$ cat config.mk
export PLATFORM = sky130hd
export DESIGN_NAME = nxa_fetch_unit
export DESIGN_NICKNAME = d
export VERILOG_FILES = /design/src/rtl/nxa_pkg.sv /design/src/rtl/nxa_sel_ctrl.sv /design/src/rtl/nxa_offset_add.sv /design/src/rtl/nxa_pc_reg.sv /design/src/rtl/nxa_fetch_unit.sv
export SDC_FILE = /design/constraint.sdc
export NUM_CORES = 1
export LEC_CHECK = 0
export ABC_AREA = 1
export BUFFER_PORTS_ARGS = -buffer_cell sky130_fd_sc_hd__buf_2
export CAP_MARGIN = 25
export CORE_MARGIN = 2
export CORE_UTILIZATION = 52
export CTS_CLUSTER_DIAMETER = 60
export DETAILED_ROUTE_END_ITERATION = 8
export PLACE_DENSITY = 0.78
export SETUP_SLACK_MARGIN = 0.4
export SYNTH_ARGS = -nofsm -noshare
export SYNTH_HDL_FRONTEND = slang
export SYNTH_SLANG_ARGS = --single-unit
$ cat constraint.sdc
create_clock -name clk_i -period 1.9 [get_ports clk_i]
set_input_delay 0.38 -clock clk_i [delete_from_list [all_inputs] [get_ports clk_i]]
set_output_delay 0.38 -clock clk_i [all_outputs]
set_load 0.02 [all_outputs]
$ cat src/rtl/nxa_pkg.sv
package nxa_pkg;
  typedef enum logic [1:0] {
    SRC_SEQ    = 2'd0,
    SRC_BRANCH = 2'd1,
    SRC_JUMP   = 2'd2
  } npc_src_e;
endpackage

$ cat src/rtl/nxa_sel_ctrl.sv
module nxa_sel_ctrl
  import nxa_pkg::*;
(
  input  logic     branch_i,
  input  logic     zero_i,
  input  logic     jump_i,
  output npc_src_e src_o,
  output logic     taken_o
);
  always_comb begin
    taken_o = branch_i & zero_i;
    if (jump_i)       src_o = SRC_JUMP;   // jump outranks branch
    else if (taken_o) src_o = SRC_BRANCH;
    else              src_o = SRC_SEQ;
  end
endmodule

$ cat src/rtl/nxa_offset_add.sv
module nxa_offset_add #(
  parameter int unsigned PC_W     = 30,
  parameter int unsigned IMM_W    = 16,
  parameter bit          FAST_NPC = 1'b1
) (
  input  logic [PC_W-1:0]  pc_i,
  input  logic [IMM_W-1:0] imm_i,
  input  logic             taken_i,
  output logic [PC_W-1:0]  next_o
);
  localparam int unsigned EXT_W = PC_W - IMM_W;
  localparam logic [PC_W-1:0] ONE = {{(PC_W-1){1'b0}}, 1'b1};

  logic [PC_W-1:0] offset;
  assign offset = {{EXT_W{imm_i[IMM_W-1]}}, imm_i};

  generate
    if (FAST_NPC) begin : g_fast
      logic [PC_W-1:0] seq_sum, br_sum;
      assign seq_sum = pc_i + ONE;
      assign br_sum  = pc_i + offset + ONE;
      assign next_o  = taken_i ? br_sum : seq_sum;
    end else begin : g_cheap
      logic [PC_W-1:0] opnd;
      assign opnd   = taken_i ? offset : '0;
      assign next_o = pc_i + opnd + ONE;  // carry-in of 1
    end
  endgenerate
endmodule

$ cat src/rtl/nxa_pc_reg.sv
module nxa_pc_reg #(
  parameter int unsigned       PC_W     = 30,
  parameter logic [PC_W-1:0]   RESET_PC = '0
) (
  input  logic            clk_i,
  input  logic            rst_ni,
  input  logic [PC_W-1:0] d_i,
  output logic [PC_W-1:0] q_o
);
  always_ff @(posedge clk_i or negedge rst_ni) begin
    if (!rst_ni) q_o <= RESET_PC;
    else         q_o <= d_i;
  end
endmodule

$ cat src/rtl/nxa_fetch_unit.sv
module nxa_fetch_unit
  import nxa_pkg::*;
#(
  parameter int unsigned     PC_W     = 30,
  parameter int unsigned     IMM_W    = 16,
  parameter int unsigned     TGT_W    = 26,
  parameter bit              FAST_NPC = 1'b1,
  parameter logic [PC_W-1:0] RESET_PC = '0
) (
  input  logic             clk_i,
  input  logic             rst_ni,
  input  logic [IMM_W-1:0] imm_i,
  input  logic [TGT_W-1:0] target_i,
  input  logic             branch_i,
  input  logic             zero_i,
  input  logic             jump_i,
  output logic [PC_W+1:0]  fetch_addr_o
);
  localparam int unsigned HI_W = PC_W - TGT_W;

  npc_src_e        src;
  logic            taken;
  logic [PC_W-1:0] pc_q, add_res, jump_pc, pc_d;

  nxa_sel_ctrl i_sel (
    .branch_i(branch_i), .zero_i(zero_i), .jump_i(jump_i),
    .src_o(src), .taken_o(taken)
  );

  nxa_offset_add #(.PC_W(PC_W), .IMM_W(IMM_W), .FAST_NPC(FAST_NPC)) i_add (
    .pc_i(pc_q), .imm_i(imm_i), .taken_i(taken), .next_o(add_res)
  );

  assign jump_pc = {pc_q[PC_W-1 -: HI_W], target_i};
  assign pc_d    = (src == SRC_JUMP) ? jump_pc : add_res;

  nxa_pc_reg #(.PC_W(PC_W), .RESET_PC(RESET_PC)) i_pc (
    .clk_i(clk_i), .rst_ni(rst_ni), .d_i(pc_d), .q_o(pc_q)
  );

  assign fetch_addr_o = {pc_q, 2'b00};

  assert_seq_step_R2: assert property (@(posedge clk_i) disable iff (!rst_ni)
    (!jump_i && !branch_i) |=> pc_q == $past(pc_q) + 1'b1);

  assert_branch_taken_R3: assert property (@(posedge clk_i) disable iff (!rst_ni)
    (!jump_i && branch_i && zero_i) |=>
      pc_q == $past(pc_q) + 1'b1 + {{(PC_W-IMM_W){$past(imm_i[IMM_W-1])}}, $past(imm_i)});

  assert_branch_untaken_R4: assert property (@(posedge clk_i) disable iff (!rst_ni)
    (!jump_i && branch_i && !zero_i) |=> pc_q == $past(pc_q) + 1'b1);

  assert_jump_target_R5: assert property (@(posedge clk_i) disable iff (!rst_ni)
    jump_i |=> pc_q[TGT_W-1:0] == $past(target_i) &&
               pc_q[PC_W-1:TGT_W] == $past(pc_q[PC_W-1:TGT_W]));

  assert_jump_priority_R7: assert property (@(posedge clk_i) disable iff (!rst_ni)
    (jump_i && branch_i && zero_i) |=> pc_q[TGT_W-1:0] == $past(target_i));
endmodule

# Word-level counts from Yosys, hierarchy flattened
# Index checks and enable logic that the tools add are counted.
[totals]
regBits = 30
in_bits = 47
elab_cells = 11
output_inout_bits = 32
[classes]
n_mux = 4
n_eq_ne = 1
n_bitwise = 1
add_sub_neg = 3
[ops]
columns = ["cell", "count"]
rows = [
  ["$add 30x1->30 const B", 2],
  ["$add 30x30->30", 1],
  ["$mux 30", 1],
  ["$mux 26", 1],
  ["$eq 2x2->1 const B", 1],
  ["$mux 2", 1],
  ["$and 1x1->1", 1],
  ["$mux 1", 1],
]

# Longest topological paths before layout
[depth]
word_depth = 5
depth_mapped = 15
depth_no_buf = 15

# Hierarchy
# Synthesis repeated with hierarchy kept, for this count alone.
[hier_totals]
cells_unflattened = 812
hier_area_um2 = 4481.8
[modules_own_cells]
columns = ["mod", "instances", "area_each_um2", "seq_area_each_um2", "cells_each"]
rows = [
  ["nxa_offset_add", 1, 3263.1, 0.0, 674],
  ["nxa_pc_reg", 1, 750.7, 750.7, 30],
  ["nxa_fetch_unit", 1, 446.7, 0.0, 104],
  ["nxa_sel_ctrl", 1, 21.3, 0.0, 4],
]

# Least setup slack after synthesis
# No wires, ideal clock.
[synth_timing]
path_kind = "flip-flop to flip-flop"
start = "register i_pc.q_o[0]"
end = "register i_pc.q_o[16]"
required_ns = 1.783
arrival_ns = 2.005
period_less_slack_ns = 2.122
slack_ns = -0.222
path_stages_with_launch = 13
n_path_buf = 0
setup_time_ns = 0.117
path_cell_list = "dfrtp_1 > inv_1 > ha_1 > inv_1 > fa_1 > nand3_1 > nand3_2 > a21oi_1 > nor2_1 > o21bai_1 > nand3_1 > nand3_1 > nand2_1"
[synth_between]
elab_chain_cells = 4
elab_cells_between_ends = 5
cone_classes = "add/sub: 3; mux: 2"
[synth_lines]
columns = ["element", "line", "text"]
rows = [
  ["from (decl)", "nxa_pc_reg.sv:8", "output logic [PC_W-1:0] q_o"],
  ["from (signal assigned)", "nxa_pc_reg.sv:12", "else q_o <= d_i;"],
  ["$add 30x30->30", "nxa_offset_add.sv:21", "assign br_sum = pc_i + offset + ONE;"],
  ["$add 30x1->30", "nxa_offset_add.sv:21", ""],
  ["$mux 30 *", "nxa_offset_add.sv:22", "assign next_o = taken_i ? br_sum : seq_sum;"],
  ["$mux 26 *", "nxa_fetch_unit.sv:35", "assign pc_d = (src == SRC_JUMP) ? jump_pc : add_res;"],
  ["named net i_pc.d_i[16]", "nxa_pc_reg.sv:7", "input logic [PC_W-1:0] d_i,"],
]
# Mark *: on every way through the listed nets, which the timed path passes. The rest lies on a longest branch.
# A chain may end at the register's enable or synchronous reset.

# Worst setup path after layout
[layout_timing]
start = "register i_pc.q_o[2]"
end = "register i_pc.q_o[9]"
# Same word-level chain as after synthesis.

==> qor.log <==
qor: outcome.status complete, but fails checks
qor: outcome.failed_checks negative setup slack
qor: setup_path.crit_path_max_fanout 4
qor: drt.detail_route.drc_violations 0
qor: drt.post_drt_wl_per_cell 17.92 µm
qor: sta.post-route-worst-setup-slack -0.1501 ns
qor: global_route.global_route.overflow_total 0
qor: die.fp-row-count 33
qor: hold_path.hold_path_class in2async
qor: drt.wl_met3 1543 µm
qor: global_route.first_global_vias 5,750
qor: sta.timing_max_transition_violations_final 0
qor: synthesis.synth_commonest_cells nand2_1, inv_1, nor2_1, a21oi_1, nand3_1
qor: die.core-area 0.008217 mm²
qor: setup_path.crit_path_end_kind register
qor: setup_path.arrival 2.22 ns
qor: power.internal_power 2263 µW
qor: power.post-layout-total-power 4452 µW
qor: setup_path.worst-r2r-setup-slack -0.15 ns
qor: die.io-pin-count 79
qor: die.initial_utilization 53.84%
qor: global_route.gr-usage-all-layers 39.43%
qor: setup_path.path_class reg2reg
qor: sta.post_route_fraction_of_the_period_consumed_by_the_critical_path 107.9%
qor: synthesis.syn-mean-instance-area 5.558 µm²
qor: synthesis.synth_enable_flop_cells 0
qor: clock_tree.cts.sinks 30
qor: synthesis.yosys_most_used_dff dfrtp_1
qor: synthesis.post_synth_top_area_share 24.60%
qor: setup_path.reg2reg_from i_pc.q_o[2]
qor: drt.routed.top_layer met4
qor: power.sw_frac_of_total 49.17%
qor: power.worst_ir_drop_vdd 0.5318 mV
qor: setup_path.slowest_delay 0.44 ns
qor: setup_path.top_cell_by_count_worst_path nand2_1
qor: synthesis.yosysWarningCount 0
qor: drt.dr_wl_met2 8974 µm
qor: final_layout.syn2layout_area_growth 51.30%
qor: drt.drt_pass1_iterations 5
qor: setup_path.worstPathRequired 2.07 ns
qor: sta.timing.fmax 487.8 MHz
qor: synthesis.synth.lib_cells_used.distinct 36
qor: setup_path.setup.worst_path.start_class register
qor: setup_path.critPathLaunch i_pc.q_o[2]
qor: final_layout.number_of_flip_flops_under_the_largest_register_name 30
qor: synthesis.async_set_reset_flop_share_out_of_synthesis 100.0%
qor: drt.vias 6,168
qor: sta.period_needed 2.050 ns
qor: drt.detail_route.iter0.violations 464
qor: clock_tree.clk_path_buf_depth 2
qor: final_layout.registers.top_by_ff_count i_pc.q_o
qor: global_route.global_route_wire_length_before_repair 27,620 µm
qor: placed_design.port_buffers 76
qor: die.die_h 96.24 µm
qor: setup_path.crit_path_cell_trace ha_4, nand2_4, nand2_1, nand2_1, nand3b_1, nand2_1, nand2_2, nand2_1, inv_1, o21ai_0, buf_4, nand2_1, nand2_1
qor: setup_path.timing.critical_path.slowest_stage_cell dfrtp_2
qor: final_layout.top_regs i_pc.q_o: 30 flops
qor: final_layout.fin_nets 1,043
qor: sta.setup_repair_after_global_routing_missed_its_margin true
qor: power.cellLeakagePower 0.003477 µW
qor: clock_tree.clock_tree.htree_level_count 2
qor: drt.wl_met1 7044 µm
qor: synthesis.synthMostInstantiatedCell nand2_1
qor: placed_design.hpwl_after_detailed_placement 13,880 µm
qor: drt.avgViaCountPerCell 5.759
qor: clock_tree.tritoncts done
qor: synthesis.post_synth_inst_count 796
qor: final_layout.postLayoutCellArea 0.006694 mm²
qor: synthesis.yosysTopAreaCell nand2_1
qor: sta.max_slew_margin 47.77%
qor: sta.skew 0.01009 ns
qor: placed_design.routabilityCongestion 1.045
qor: global_route.pin_count_of_the_biggest_net_entering_global_routing 31
qor: synthesis.yosys_register_bits 30
qor: clock_tree.ctsRootBufferMaster clkbuf_8
qor: final_layout.filler_cell_count 585
qor: power.power.share.combinational 68.5%
qor: power.share_clk_of_total_power 12.2%
qor: synthesis.synth_area_leaders nand2_1, dfrtp_1, inv_1
qor: run.max_cap_violations 0
qor: die.design.die.area 0.009262 mm²
qor: drt.wl 19,190 µm
qor: synthesis.synthesis.area 0.004424 mm²
qor: placed_design.dpl-instance-area 0.005808 mm²
qor: synthesis.register_area_share_after_synthesis 16.97%
qor: power.power.switching 2189 µW
qor: power.power.sequential.fraction 19.3%
qor: clock_tree.clkTransAtPathRegs 0.08 ns
qor: drt.antenna_nets_post_route 0
qor: sta.setup_violations 17
qor: power.cell_pwr_density 665.1 mW/mm²
qor: clock_tree.insertion_delay_to_the_later_sink_of_the_worst_skew_pair 0.29 ns
qor: final_layout.multiInputGateArea 0.004006 mm²
qor: global_route.grt_antenna_before_repair 0
qor: sta.slew_at_the_pin_with_the_worst_max_slew_slack 0.7835 ns
qor: final_layout.n_antenna_cell 0
qor: clock_tree.tritoncts.num_buffers 5
qor: final_layout.final_layout_size_suffix_gt1_share 37.99%
qor: final_layout.sequential_cell_area 772.0 µm²
qor: sta.tns -1.191 ns
qor: die.die_width 96.24 µm
qor: sta.timing_hold_violations_final 0
## metrics by stage
step           setup slack (ns)  hold slack [ns]  util, %  cells
3_3_place_gp            -0.2519           0.4735    70.69   1043
3_5_place_dp            -0.3208           0.4823    70.69   1043
5_1_grt                 -0.2519           0.1989    81.47   1071
6_report                -0.1501           0.1616    81.47   1071
4_1_cts                -0.03092           0.1693    75.16   1059
2_1_floorplan       -0.00006828          0.08441        -    797
## kinds of logic (layout without fill, tap and decap cells)
family                     after synthesis  count (layout)  synth area share, %
xor gates and xnor gates                14              14                2.772
buffers and inverters                  140             309                12.64
AOI/OAI and AO/OA                       96              96                11.65
other                                    1               2              0.08476
adders and majority gates               31              31                8.937
and+or+nand+nor                        484             484                46.95
DFF                                     30              30                16.97
## path summary, 6_finish.rpt
kind,endpoint,cells past startpoint
worst max-delay path,i_pc.q_o[9],13
worst min-delay path,i_pc.q_o[28],1
worst max register to register,i_pc.q_o[9],13
worst min register to register,i_pc.q_o[29],2
max in group asynchronous,i_pc.q_o[13],1
min in group clk_i,i_pc.q_o[16],3
## worst max-delay path, delay by kind of cell (launching register included)
| family | cells | cell delay (ns) |
|---|---|---|
| AOI/OAI and AO/OA | 1 | 0.09 |
| DFF | 1 | 0.44 |
| buffers and inverters | 2 | 0.23 |
| and+or+nand+nor | 9 | 0.87 |
| adders and majority gates | 1 | 0.32 |
## cell type report
type,instances,share of cell area [%]
clock inverters,2,0.1495
clock buffers,6,1.084
multi-input cells,627,59.85
inverters,126,7.215
flip-flops and latches,30,11.53
repair buffers,175,18.21
well taps,105,1.963
## power by group through the flow
stage / combinational (µW) / clock [µW] / sequential, µW
CTS: 2590 / 531 / 847
finish: 3050 / 545 / 859
detailed placement: 2390 / 0 / 861
global placement: 2330 / 0 / 859
global route: 3290 / 568 / 860
floorplan: 1320 / 0 / 984
## routing by layer
metal  vias to the layer above  track usage, %
met5                         -               0
met4                         0           28.57
met3                       107           5.560
met2                       394           65.16
met1                      2821           46.42
li1                       2846               -
## cells in the final DEF (no fill, tap or decap), drive strengths merged, types with 6 or more instances in the layout
cell / netlist / layout
xor2: 8 / 8
o21bai: 6 / 6
buf: 10 / 175
nor2: 96 / 96
nand2: 298 / 298
nand3: 57 / 57
clkbuf: 4 / 6
a21oi: 62 / 62
ha: 30 / 30
nand4: 8 / 8
nor3: 9 / 9
inv: 126 / 126
dfrtp: 30 / 30
xnor2: 6 / 6
nand3b: 13 / 13
a31oi: 6 / 6
o21ai: 19 / 19
## timing repair
item	4_1_cts	5_1_grt
hold buffers	0	0
pin swaps	27	35
cloned	0	0
endpoints found under the setup margin	28	29
resized for setup	59	106
setup buffers	8	12
Note: power is estimated with default switching activity, not from simulation.
